[config.mk]
export PLATFORM = sky130hd
export DESIGN_NAME = pkg_pwr_ctrl
export DESIGN_NICKNAME = d
export VERILOG_FILES = /design/src/rtl/pwr_pkg.sv /design/src/rtl/pwr_core_slot.sv /design/src/rtl/pwr_deadline.sv /design/src/rtl/pwr_sleep_guard.sv /design/src/rtl/pkg_pwr_ctrl.sv
export SDC_FILE = /design/constraint.sdc
export NUM_CORES = 1
export LEC_CHECK = 0
export BUFFER_PORTS_ARGS = -buffer_cell sky130_fd_sc_hd__buf_2
export CAP_MARGIN = 20
export CELL_PAD_IN_SITES_DETAIL_PLACEMENT = 0
export CELL_PAD_IN_SITES_GLOBAL_PLACEMENT = 1
export CORE_MARGIN = 2
export CORE_UTILIZATION = 43
export CTS_CLUSTER_DIAMETER = 150
export DETAILED_ROUTE_END_ITERATION = 6
export PLACE_DENSITY_LB_ADDON = 0.1
export SLEW_MARGIN = 30
export SYNTH_ARGS = -nofsm -noshare
export SYNTH_HDL_FRONTEND = slang
export SYNTH_HIERARCHICAL = 1
export SYNTH_SLANG_ARGS = --single-unit
[constraint.sdc]
create_clock -name clk -period 1.94 [get_ports clk]
set_input_delay 0.291 -clock clk [delete_from_list [all_inputs] [get_ports clk]]
set_output_delay 0.291 -clock clk [all_outputs]
set_load 0.02 [all_outputs]
[src/rtl/pwr_pkg.sv]
package pwr_pkg;

  localparam int CSW = 3;

  typedef enum logic [2:0] {
    PS_NORMAL = 3'd0,
    PS_ENTER  = 3'd1,
    PS_SG     = 3'd2,
    PS_SNOOP  = 3'd3,
    PS_SLEEP  = 3'd4
  } pwr_st_e;

  localparam logic [CSW-1:0] CS_C0  = 3'd0;
  localparam logic [CSW-1:0] CS_C2  = 3'd3;
  localparam logic [CSW-1:0] CS_C4  = 3'd5;

  localparam logic [1:0] PKG_NORMAL = 2'd0;
  localparam logic [1:0] PKG_SG     = 2'd1;
  localparam logic [1:0] PKG_SNOOP  = 2'd2;
  localparam logic [1:0] PKG_SLEEP  = 2'd3;

  function automatic logic is_deep(input logic [CSW-1:0] cs);
    return (cs >= CS_C2) && (cs <= CS_C4);
  endfunction

endpackage

[src/rtl/pwr_core_slot.sv]
module pwr_core_slot import pwr_pkg::*; (
  input  logic           clk,
  input  logic           rst_n,
  input  logic           init,
  input  logic           init_hold,
  input  logic           load,
  input  logic           step,
  input  logic           force_in,
  input  logic           drop,
  input  logic           rdy,
  input  logic [CSW-1:0] cs_in,
  output logic           entered,
  output logic [CSW-1:0] prior
);

  logic           ent_d;
  logic           ent_en;
  logic [CSW-1:0] pri_d;
  logic           pri_en;

  always_comb begin
    ent_d  = entered;
    ent_en = 1'b0;
    pri_d  = prior;
    pri_en = 1'b0;
    if (init) begin
      ent_en = 1'b1;
      ent_d  = init_hold;
      pri_en = 1'b1;
      pri_d  = CS_C0;
    end else if (load) begin
      ent_en = 1'b1;
      ent_d  = is_deep(cs_in);
      pri_en = 1'b1;
      pri_d  = cs_in;
    end else if (drop) begin
      ent_en = 1'b1;
      ent_d  = 1'b0;
    end else if (force_in) begin
      ent_en = 1'b1;
      ent_d  = 1'b1;
    end else if (step && rdy) begin
      ent_en = 1'b1;
      ent_d  = 1'b1;
    end
  end

  always_ff @(posedge clk or negedge rst_n) begin
    if (!rst_n) begin
      entered <= 1'b0;
      prior   <= CS_C0;
    end else begin
      if (ent_en) entered <= ent_d;
      if (pri_en) prior   <= pri_d;
    end
  end

endmodule

[src/rtl/pwr_deadline.sv]
module pwr_deadline #(
  parameter int LIMIT = 20
) (
  input  logic clk,
  input  logic rst_n,
  input  logic clr,
  input  logic run,
  output logic expired
);

  localparam int CW = $clog2(LIMIT + 1);
  localparam logic [CW-1:0] LAST = CW'(LIMIT - 1);

  logic [CW-1:0] cnt;
  logic [CW-1:0] cnt_d;
  logic          cnt_en;

  always_comb begin
    cnt_en = clr | run;
    if (clr)              cnt_d = '0;
    else if (cnt == LAST) cnt_d = cnt;
    else                  cnt_d = cnt + 1'b1;
  end

  assign expired = run && (cnt == LAST);

  always_ff @(posedge clk or negedge rst_n) begin
    if (!rst_n)      cnt <= '0;
    else if (cnt_en) cnt <= cnt_d;
  end

endmodule

[src/rtl/pwr_sleep_guard.sv]
module pwr_sleep_guard (
  input  logic clk,
  input  logic rst_n,
  input  logic sleep_req_n,
  input  logic in_sg,
  output logic sleep_ok,
  output logic err
);

  logic slp_q;
  logic bad;
  logic fall;
  logic bad_d;
  logic err_d;

  always_comb begin
    fall     = slp_q & ~sleep_req_n;
    err_d    = fall & ~in_sg;
    bad_d    = sleep_req_n ? 1'b0 : (bad | err_d);
    sleep_ok = ~sleep_req_n & ~bad_d;
  end

  always_ff @(posedge clk or negedge rst_n) begin
    if (!rst_n) begin
      slp_q <= 1'b1;
      bad   <= 1'b0;
      err   <= 1'b0;
    end else begin
      slp_q <= sleep_req_n;
      bad   <= bad_d;
      err   <= err_d;
    end
  end

endmodule

[src/rtl/pkg_pwr_ctrl.sv]
module pkg_pwr_ctrl import pwr_pkg::*; #(
  parameter int NCORES      = 2,
  parameter int SG_DEADLINE = 20
) (
  input  logic                    clk,
  input  logic                    rst_n,
  input  logic                    sys_init,
  input  logic                    stop_req_n,
  input  logic                    sleep_req_n,
  input  logic                    snoop_det,
  input  logic                    snoop_done,
  input  logic [NCORES*CSW-1:0]   core_cstate,
  input  logic [NCORES-1:0]       core_rdy,
  output logic [1:0]              pkg_state,
  output logic [NCORES-1:0]       core_sg_ent,
  output logic [NCORES*CSW-1:0]   core_prior,
  output logic                    clk_en,
  output logic                    sg_ack,
  output logic                    sg_timeout,
  output logic                    slp_err
);

  localparam int SYNC_STAGES = 2;

  // reset: asserted asynchronously, released on the clock
  logic [SYNC_STAGES-1:0] rsync;
  logic                   rst_i;

  always_ff @(posedge clk or negedge rst_n) begin
    if (!rst_n) rsync <= '0;
    else        rsync <= {rsync[SYNC_STAGES-2:0], 1'b1};
  end
  assign rst_i = rsync[SYNC_STAGES-1];

  pwr_st_e st;
  pwr_st_e st_d;

  logic all_in;
  logic expired;
  logic sleep_ok;
  logic load;
  logic step;
  logic force_all;
  logic go_normal;
  logic init_hold;
  logic to_d;
  logic to_en;

  pwr_deadline #(.LIMIT(SG_DEADLINE)) u_deadline (
    .clk     (clk),
    .rst_n   (rst_i),
    .clr     (load),
    .run     (step),
    .expired (expired)
  );

  pwr_sleep_guard u_sleep (
    .clk         (clk),
    .rst_n       (rst_i),
    .sleep_req_n (sleep_req_n),
    .in_sg       (st == PS_SG),
    .sleep_ok    (sleep_ok),
    .err         (slp_err)
  );

  for (genvar i = 0; i < NCORES; i++) begin : g_core
    pwr_core_slot u_slot (
      .clk       (clk),
      .rst_n     (rst_i),
      .init      (sys_init),
      .init_hold (init_hold),
      .load      (load),
      .step      (step),
      .force_in  (force_all),
      .drop      (go_normal),
      .rdy       (core_rdy[i]),
      .cs_in     (core_cstate[i*CSW +: CSW]),
      .entered   (core_sg_ent[i]),
      .prior     (core_prior[i*CSW +: CSW])
    );
  end

  always_comb begin
    all_in    = &(core_sg_ent | core_rdy);
    init_hold = (st != PS_NORMAL);
    load      = (st == PS_NORMAL) && !stop_req_n && !sys_init;
    step      = (st == PS_ENTER) && !sys_init;
    force_all = step && expired && !all_in;
    go_normal = (st == PS_SG) && !sys_init && !snoop_det && !sleep_ok && stop_req_n;
  end

  // next state
  always_comb begin
    st_d = st;
    if (sys_init) begin
      st_d = (st == PS_NORMAL) ? PS_NORMAL : PS_SG;
    end else begin
      case (st)
        PS_NORMAL: if (!stop_req_n)        st_d = PS_ENTER;
        PS_ENTER:  if (all_in || expired)  st_d = PS_SG;
        PS_SG: begin
          if (snoop_det)     st_d = PS_SNOOP;
          else if (sleep_ok) st_d = PS_SLEEP;
          else if (go_normal) st_d = PS_NORMAL;
        end
        PS_SNOOP:  if (snoop_done)  st_d = PS_SG;
        PS_SLEEP:  if (sleep_req_n) st_d = PS_SG;
        default:   st_d = PS_NORMAL;
      endcase
    end
  end

  always_comb begin
    to_en = sys_init | force_all;
    to_d  = !sys_init;
  end

  always_ff @(posedge clk or negedge rst_i) begin
    if (!rst_i) begin
      st         <= PS_NORMAL;
      sg_ack     <= 1'b0;
      sg_timeout <= 1'b0;
    end else begin
      st     <= st_d;
      sg_ack <= load;
      if (to_en) sg_timeout <= to_d;
    end
  end

  always_comb begin
    case (st)
      PS_SG:    pkg_state = PKG_SG;
      PS_SNOOP: pkg_state = PKG_SNOOP;
      PS_SLEEP: pkg_state = PKG_SLEEP;
      default:  pkg_state = PKG_NORMAL;
    endcase
    clk_en = (st != PS_SLEEP);
  end

endmodule

Yosys cells after proc, flatten, opt, wreduce, memory -nomap -nowiden. Cells that the tools add are included.

$add $sub $neg: 1. Multiply operators: 0. Divide/modulo/power cells: 0. Order comparisons: 4. Equality and inequality tests: 12. Shifts and indexed selects: 0. Multiplexer cells: 40. Bitwise operators: 10. Reduce and logical (&&, ||, !) cells: 31.

Operators with widths (count): 3-bit 2-to-1 mux (12); 1-bit 2-to-1 mux (23); 3-bit case mux with 5 select lines (1); 1-bit logical AND (14); 3-bit != test, second input constant (4); 5-bit 2-to-1 mux (2); 2-bit AND reduction (5); 5-bit nonzero test (2); 3-bit by 2-bit equality test with 1-bit output, second input constant (2); 3-bit by 2-bit greater-or-equal comparator with 1-bit output, second input constant (2); 3-bit less-or-equal comparator, second input constant (2); 2-bit case mux with 3 select lines (1); 5-bit by 1-bit adder with 5-bit output, second input constant (1); 5-bit equality test, second input constant (1); 1-bit logical NOT (5); 5-bit by 4-bit != test with 1-bit output, second input constant (1); 5-bit AND reduction (1); 1-bit AND (3); 3-bit by 1-bit equality test with 1-bit output, second input constant (1); 3-bit equality test, second input constant (1); 3-bit logical NOT (1); 3-bit by 2-bit != test with 1-bit output, second input constant (1); 1-bit NOT (3); 1-bit OR (3); 6 further kinds (6).

Flip-flop bits (word level): 23. Bits in latches: 0. Memory bits (writable): 0. ROM bits: 0. Input port bits: 15. Output and inout port bits: 14. Logic and storage cells: 110. Memories kept: 0.

Logic depth before layout (Yosys ltp). Gate-level depths: netlist of run 1.

Depth in word-level cells: 15. Gate-level depth with buffers: 9. Mapped depth without buffers: 8.

Cells and area by module. The synthesis of run 1 kept the hierarchy.

Modules (own cells, without submodules): pkg_pwr_ctrl (instances 1, cells each 49, area an instance 445.4 µm², seq. area each 175.2 µm²); pwr_core_slot (instances 2, cells each 17, area an instance 197.7 µm², seq. area each 100.1 µm²); pwr_deadline (instances 1, cells each 26, area an instance 277.8 µm², seq. area each 125.1 µm²); pwr_sleep_guard (instances 1, cells each 8, area an instance 115.1 µm², seq. area each 76.3 µm²).

Worst setup path before layout of run 1. Ideal clock, no wire load.

Path kind: register to register. Start: register st[1]. End: register g_core[1].u_slot.entered. Data arrival time: 2000 ps. Path slack: -186 ps. Cell stages (with the launch flop): 7. Path buffers: 2. Period minus slack after synthesis: 2126 ps. Path through: dfrtp_1 -> buf_6 -> or2_1 -> nor4_1 -> clkbuf_2 -> nor4_1 -> a221o_1.

Elaborated cells between the ends (all ways): 33.

RTL lines: start: declaration (RTL line pkg_pwr_ctrl.sv:35) `pwr_st_e st;`; start signal: assignment (RTL line pkg_pwr_ctrl.sv:124) `st <= st_d;`; 3-bit logical NOT (*) (RTL line pkg_pwr_ctrl.sv:86) `load = (st == PS_NORMAL) && !stop_req_n && !sys_init;`; 1-bit logical AND (*) (2 in series) (RTL line pkg_pwr_ctrl.sv:86); via load (RTL line pkg_pwr_ctrl.sv:41) `logic load;`; 1-bit 2-to-1 mux (RTL line pwr_core_slot.sv:31) `end else if (load) begin`; 1-bit 2-to-1 mux (RTL line pwr_core_slot.sv:26) `if (init) begin`; 2-bit AND reduction (no line); end signal: assignment (RTL line pwr_core_slot.sv:53) `if (ent_en) entered <= ent_d;`; end: declaration (RTL line pwr_core_slot.sv:12) `output logic entered,`.

Mark *: on every way through the listed nets, which the timed path passes. The rest lies on a longest branch. A chain may end at the register's enable or synchronous reset.

Worst setup path after layout of run 1.
Start: register st[1]. End: register g_core[1].u_slot.entered.

Word-level cells in the longest chain between the ends: 14. Elaborated cells between the ends (all ways): 33.

RTL lines: 3-bit by 2-bit equality test with 1-bit output (*) (RTL line pkg_pwr_ctrl.sv:61) `.in_sg (st == PS_SG),`; 1-bit NOT (*) (RTL line pwr_sleep_guard.sv:18) `err_d = fall & ~in_sg;`; 1-bit AND (*) (RTL line pwr_sleep_guard.sv:18); 1-bit OR (*) (RTL line pwr_sleep_guard.sv:19) `bad_d = sleep_req_n ? 1'b0 : (bad | err_d);`; 1-bit 2-to-1 mux (*) (RTL line pwr_sleep_guard.sv:19); 1-bit NOT (*) (RTL line pwr_sleep_guard.sv:20) `sleep_ok = ~sleep_req_n & ~bad_d;`; 1-bit AND (*) (RTL line pwr_sleep_guard.sv:20); via sleep_ok (RTL line pkg_pwr_ctrl.sv:40) `logic sleep_ok;`; 1-bit logical NOT (*) (RTL line pkg_pwr_ctrl.sv:89) `go_normal = (st == PS_SG) && !sys_init && !snoop_det && !sleep_ok && stop_req_n;`; 1-bit logical AND (*) (2 in series) (RTL line pkg_pwr_ctrl.sv:89); via go_normal (RTL line pkg_pwr_ctrl.sv:44) `logic go_normal;`; 1-bit 2-to-1 mux (RTL line pwr_core_slot.sv:36) `end else if (drop) begin`; 1-bit 2-to-1 mux (RTL line pwr_core_slot.sv:31); 1-bit 2-to-1 mux (RTL line pwr_core_slot.sv:26); 2-bit AND reduction (no line).

Marked as above.

==> results of run 1 <==
## path summary, 6_finish.rpt
kind	startpoint	end	slack (ns)	cells past startpoint
worst max-delay path	st[1]	g_core[1].u_slot/entered	0.05	8
min in group clk	sleep_req_n	u_sleep/slp_q	0.14	1
worst max register to register	st[1]	g_core[1].u_slot/entered	0.05	8
worst min-delay path	rsync[1]	g_core[1].u_slot/entered	0.14	0
max in group asynchronous	rsync[1]	sg_timeout	1.28	1
worst min register to register	rsync[1]	g_core[1].u_slot/entered	0.14	0
## state kept, by name, indices dropped and copies added (netlist names)
signal	flops
sg_timeout	1
u_sleep/err	1
u_sleep/bad	1
g_core.u_slot/entered	2
sg_ack	1
u_deadline/cnt	5
st	3
g_core.u_slot/prior	6
rsync	2
u_sleep/slp_q	1
## logic make-up (layout without fill, tap and decap cells)
logic type | after synthesis | in the layout
other | 1 | 1
AND/OR/NAND/NOR | 46 | 46
multiplexers | 11 | 11
AO/OA/AOI/OAI | 20 | 20
flip-flops | 23 | 23
adder cells (fa/ha/maj) | 1 | 1
buffers and inverters | 13 | 53
XOR/XNOR | 2 | 2
## power groups by stage
stage | combinational [mW] | clock [mW] | sequential [mW]
2_1_floorplan | 0.417 | 0 | 0.668
3_3_place_gp | 0.682 | 0 | 0.632
6_report | 0.793 | 0.214 | 0.629
4_1_cts | 0.714 | 0.228 | 0.630
5_1_grt | 0.871 | 0.242 | 0.643
3_5_place_dp | 0.695 | 0 | 0.637
## through the flow
step | cells | power, mW | instance area, um^2 | utilization
global placement | 181 | 1.31 | 1500 | 0.547
detailed placement | 181 | 1.33 | 1500 | 0.547
CTS | 186 | 1.57 | 1550 | 0.568
global route | 188 | 1.76 | 1600 | 0.586
finish | 188 | 1.64 | 1600 | 0.586
floorplan | 117 | 1.08 | 1240 | -
## layer usage
metal,global-route usage,up-vias
li1,-,496
met1,0.228,498
met2,0.289,21
met3,0.0317,4
met4,0.0698,0
met5,0,-
## cells in the mapped netlist (3+ instances only)
| cell | number |
|---|---|
| a211oi_1 | 4 |
| a21oi_1 | 3 |
| dfrtp_1 | 22 |
| inv_1 | 8 |
| mux2i_1 | 10 |
| nand2_1 | 6 |
| nor2_1 | 13 |
| nor4_1 | 4 |
## final cells by class
class	count	area share
well taps	31	0.0242
inverters	8	0.0187
multi-input cells	81	0.415
clock buffers	3	0.0141
clock inverters	1	0.00312
repair buffers	41	0.165
flip-flops and latches	23	0.360
## timing repair
action,4_1_cts,5_1_grt
setup endpoints to repair,3,4
resized for setup,3,8
hold buffers,1,0
buffers inserted,0,2
pin swaps,1,5
hold endpoints to repair,2,0
==> run_results.csv, run 1 <==
group,metric,value,unit
status,outcome,"finished, final reports clean",
placed_design,port_buffers,28,
layout,layout_commonest_cell,"buf_2",
placed_design,dpl.hpwl,1990,um
synthesis,synthCells,117,
layout,antenna_cells,0,
synthesis,synth.mux.area_fraction,0.0933,
synthesis,yosys.area_share.simple,0.238,
worst_setup_path,cp_max_fo,3,
drt,vias,1019,
grt,grt_max_degree,21,
synthesis,yosys_warnings,6,
drt,avgRoutedWirePerCell,14.3,um
layout,regArea,577,um^2
worst_setup_path,cp_data_required_time,2.20,ns
power_and_ir_drop,ir_drop,710,uV
synthesis,synth_top_family_by_area,"simple AND/OR/NAND/NOR gates",
cts,insertion_delay,0.31,ns
timing,period_minus_slack,1.89,ns
layout,fillCellCount,243,
synthesis,synth_compound_gate_area_share,0.124,
die,pin_count,29,
drt,met2WireLength,1340,um
drt,highest_layer,"met4",
drt,wl,2700,um
power_and_ir_drop,p_int,1.03,mW
placed_design,pre_cts_ws,-0.0371,ns
worst_setup_path,crit_path_end_kind,"flip-flop",
timing,setup_viol,0,
power_and_ir_drop,p_comb_frac,0.485,
placed_design,gp_congestion,0.786,
layout,multi_input_area,664,um^2
worst_setup_path,cp_top_family,"simple AND/OR/NAND/NOR gates",
grt,grt_pass1_vias,1028,
synthesis,synth_top_area_share,0.446,
cts,tritoncts,"yes",
timing,finalWorstSetupSlack,0.0454,ns
synthesis,synth_fa_ha_area_frac,0.0101,
cts,cts_buffer_depth,2,
synthesis,synthXorXnorAreaFrac,0.0142,
die,dieArea,3310,um^2
layout,area_delta_synth_final,29.9,%
drt,drt-initial-drc-count,34,
grt,track_usage,0.175,
cts,htreeDepth,1,
die,coreArea,2730,um^2
timing,whs,0.137,ns
power_and_ir_drop,powerDensity,1020,nW/um^2
layout,final_nets,174,
drt,wl_met3,107,um
cts,root_buffer,"clkbuf_4",
cts,cts-buffers-inserted,3,
flow_run,drv_cap,0,
worst_setup_path,crit_buf_inv,1,
die,start_util,0.451,
power_and_ir_drop,p_leak,0.766,nW
drt,drtPass1Iterations,4,
synthesis,synth_seq_area_share,0.468,
grt,overflow,0,
synthesis,synthTopCellsByArea,"dfrtp_1, mux2i_1, nor2_1",
synthesis,syn_nets,133,
timing,slew_viol_final,0,
power_and_ir_drop,clkPwrFrac,0.131,
power_and_ir_drop,swShare,0.369,
synthesis,synth_top_area_cell,"dfrtp_1",
worst_setup_path,slowest_stage,"dfrtp_1",
worst_setup_path,crit_path_max_incr_delay,0.41,ns
synthesis,synth_ff_type,"dfrtp_1",
drt,routedLengthMet1,1210,um
die,die_x,57.6,um
timing,tns,0,ns
synthesis,synth_cell_types,45,
timing,max_freq,528,MHz
timing,hold_violations,0,
timing,skew,0.0108,ns
drt,postRouteAntennaNets,0,
worst_setup_path,start_kind,"flip-flop",
worst_setup_path,cp.arrival,2.16,ns
synthesis,ys_seq_elements,23,
cts,clk_pin_slew_worst_paths,0.13,ns
synthesis,synth_edf_count,0,
worst_setup_path,path_cells,"or3b_4 > inv_2 > nand2b_4 > nor3b_4 > nor4_4 > and2_4 > nor4_4 > a221o_1",
drt,vias_per_cell,5.42,
layout,drive_gt1_frac,0.395,
grt,grt_pass1_wl,4500,um
worst_setup_path,worst_path_most_repeated_cell,"nor4_4",
timing,grt_setup_unrepaired,"true",
timing,period_share,0.977,
synthesis,synth_area_per_cell,10.5,um^2
worst_setup_path,setup.worst_path.class,"flip-flop to flip-flop",
die,rows,19,
synthesis,synth_area,1230,um^2
cts,cts_sinks,23,
synthesis,ys_async_sr_fraction,1.00,
grt,antenna_found_initial,0,
drt,route.detailed.drc,0,
die,dieHeight,57.6,um
worst_hold_path,hp-class,"flip-flop to async pin",
power_and_ir_drop,p_sw,0.605,mW
layout,layout_common_cells,"buf_2, dfrtp_1, nor2_1",
power_and_ir_drop,power_frac_seq,0.384,
(Power assumes the default switching activity.)
==> inputs of run 2 (changes only) <==
==> constraint.sdc (replaced) <==
create_clock -name clk -period 1.94 [get_ports clk]
set_input_delay 0.291 -clock clk [delete_from_list [all_inputs] [get_ports clk]]
set_output_delay 0.291 -clock clk [all_outputs]
set_load 0.05 [all_outputs]
==> run 2 against run 1 <==
Sequential power is 2% lower. Core utilization down 0.96 points. Final cell count fell by 0.53%. Die area is the same. Hold slack worse by 0.0075 ns. Clock-buffer cell count grew 1. Largest cell class unchanged. Largest power group unchanged.
==> run_results.csv, run 2 (synthesis gave the netlist of run 1 again) <==
group,metric,value,unit
drt,route.detailed.drc,0,
status,outcome,"finished, final reports clean",
timing,period_minus_slack,1.89,ns
cts,cts_sinks,23,
worst_setup_path,slowest_stage,"dfrtp_1",
grt,track_usage,0.165,
layout,postLayoutCoreUtil,0.577,
cts,tritoncts,"yes",
die,dieHeight,57.6,um
layout,final_cells,187,
layout,top_register,"g_core.u_slot/prior",
drt,avgRoutedWirePerCell,13.2,um
worst_setup_path,crit_buf_inv,1,
cts,clk_pin_slew_worst_paths,0.12,ns
worst_setup_path,worst_path_most_repeated_cell,"nor4_4",
layout,drive_gt1_frac,0.385,
power_and_ir_drop,powerDensity,1080,nW/um^2
drt,vias,1005,
worst_setup_path,cp_data_required_time,2.20,ns
drt,vias_per_cell,5.37,
cts,cts-buffers-inserted,3,
drt,drt-initial-drc-count,49,
layout,layout_common_cells,"buf_2, dfrtp_1, nor2_1",
timing,whs,0.129,ns
worst_setup_path,crit_path_max_incr_delay,0.40,ns
die,rows,19,
drt,wl,2470,um
grt,grt_max_degree,22,
grt,grt_pass1_vias,958,
worst_setup_path,cp_top_family,"simple AND/OR/NAND/NOR gates",
grt,antenna_found_initial,0,
cts,root_buffer,"clkbuf_4",
die,coreArea,2730,um^2
worst_setup_path,cp.arrival,2.14,ns
grt,grt_pass1_wl,4300,um
layout,design_area,1580,um^2
power_and_ir_drop,p_leak,0.752,nW
timing,skew,0.00628,ns
placed_design,dpl_cell_area,1460,um^2
timing,period_share,0.972,
grt,overflow,0,
layout,largest_reg_flops,6,
worst_setup_path,setup.worst_path.class,"flip-flop to flip-flop",
timing,finalWorstSetupSlack,0.0544,ns
timing,grt_setup_unrepaired,"true",
timing,max_freq,530,MHz
placed_design,port_buffers,28,
worst_hold_path,hp-class,"input pin to flip-flop",
layout,area_delta_synth_final,27.8,%
die,start_util,0.451,
flow_run,drv_cap,0,
power_and_ir_drop,ir_drop,673,uV
timing,tns,0,ns
cts,insertion_delay,0.31,ns
layout,fillCellCount,252,
cts,cts_buffer_depth,2,
layout,layout_commonest_cell,"buf_2",
timing,setup_viol,0,
drt,drtPass1Iterations,4,
placed_design,post-place-cells,180,
placed_design,pre_cts_ws,0.0137,ns
drt,postRouteAntennaNets,0,
worst_setup_path,path_cells,"or3b_1 > inv_1 > nand2b_4 > nor3b_4 > nor4_4 > and2_4 > nor4_4 > a221o_1",
cts,htreeDepth,1,
placed_design,dpl.hpwl,1820,um
die,die_x,57.6,um
power_and_ir_drop,finalPower,1.71,mW
die,pin_count,29,
placed_design,gp_congestion,0.795,
worst_setup_path,cp_max_fo,2,
timing,slew_viol_final,0,
worst_setup_path,crit_path_end_kind,"flip-flop",
layout,antenna_cells,0,
layout,reg.largest.list,"g_core.u_slot/prior x6, u_deadline/cnt x5, st x3",
timing,hold_violations,0,
layout,final_nets,173,
worst_setup_path,start_kind,"flip-flop",
die,dieArea,3310,um^2
## run 2: worst register-to-register path, cell delays in order, from the launching register on
cell	delay (ns)
dfrtp_1	0.40
or3b_1	0.40
inv_1	0.07
nand2b_4	0.11
nor3b_4	0.23
nor4_4	0.06
and2_4	0.17
nor4_4	0.26
a221o_1	0.14
## run 2: per-layer routing
layer / global-route usage / up-vias / part of all wire
li1: - / 495 / -
met1: 0.222 / 494 / 0.45
met2: 0.274 / 14 / 0.51
met3: 0.0317 / 2 / 0.032
met4: 0.0399 / 0 / 0.0093
met5: 0 / - / 0
## run 2: report_power, final
part / internal, mW / leakage, nW / switching, mW
Sequential: 0.560 / 0.300 / 0.0556
Clock: 0.0804 / 0.0150 / 0.139
Combinational: 0.361 / 0.437 / 0.514
## run 2: cell type report
class | instances | area (um^2) | area share
sequential | 23 | 577 | 0.366
multi-input combinational | 81 | 663 | 0.421
tap | 31 | 38.8 | 0.0246
inverter | 8 | 30.0 | 0.0190
timing repair buffer | 40 | 241 | 0.153
clock buffer | 4 | 26.3 | 0.0167
## run 2: final timing paths
path | startpoint | slack (ns) | to | cells past startpoint
worst min-delay path | sleep_req_n | 0.13 | u_sleep/slp_q | 1
worst min register to register | rsync[1] | 0.21 | u_deadline/cnt[4] | 1
worst max-delay path | st[2] | 0.05 | g_core[0].u_slot/entered | 8
min in group asynchronous | rsync[1] | 0.21 | u_deadline/cnt[4] | 1
worst max register to register | st[2] | 0.05 | g_core[0].u_slot/entered | 8
max in group asynchronous | rsync[1] | 1.46 | u_sleep/slp_q | 1
## run 2: what timing repair did
action	4_1_cts	5_1_grt
buffers inserted	0	2
cloned	0	0
endpoints found under the setup margin	2	3
gates resized for setup	1	13
hold endpoints to repair	2	0
pin swaps	0	5
hold buffers	1	0
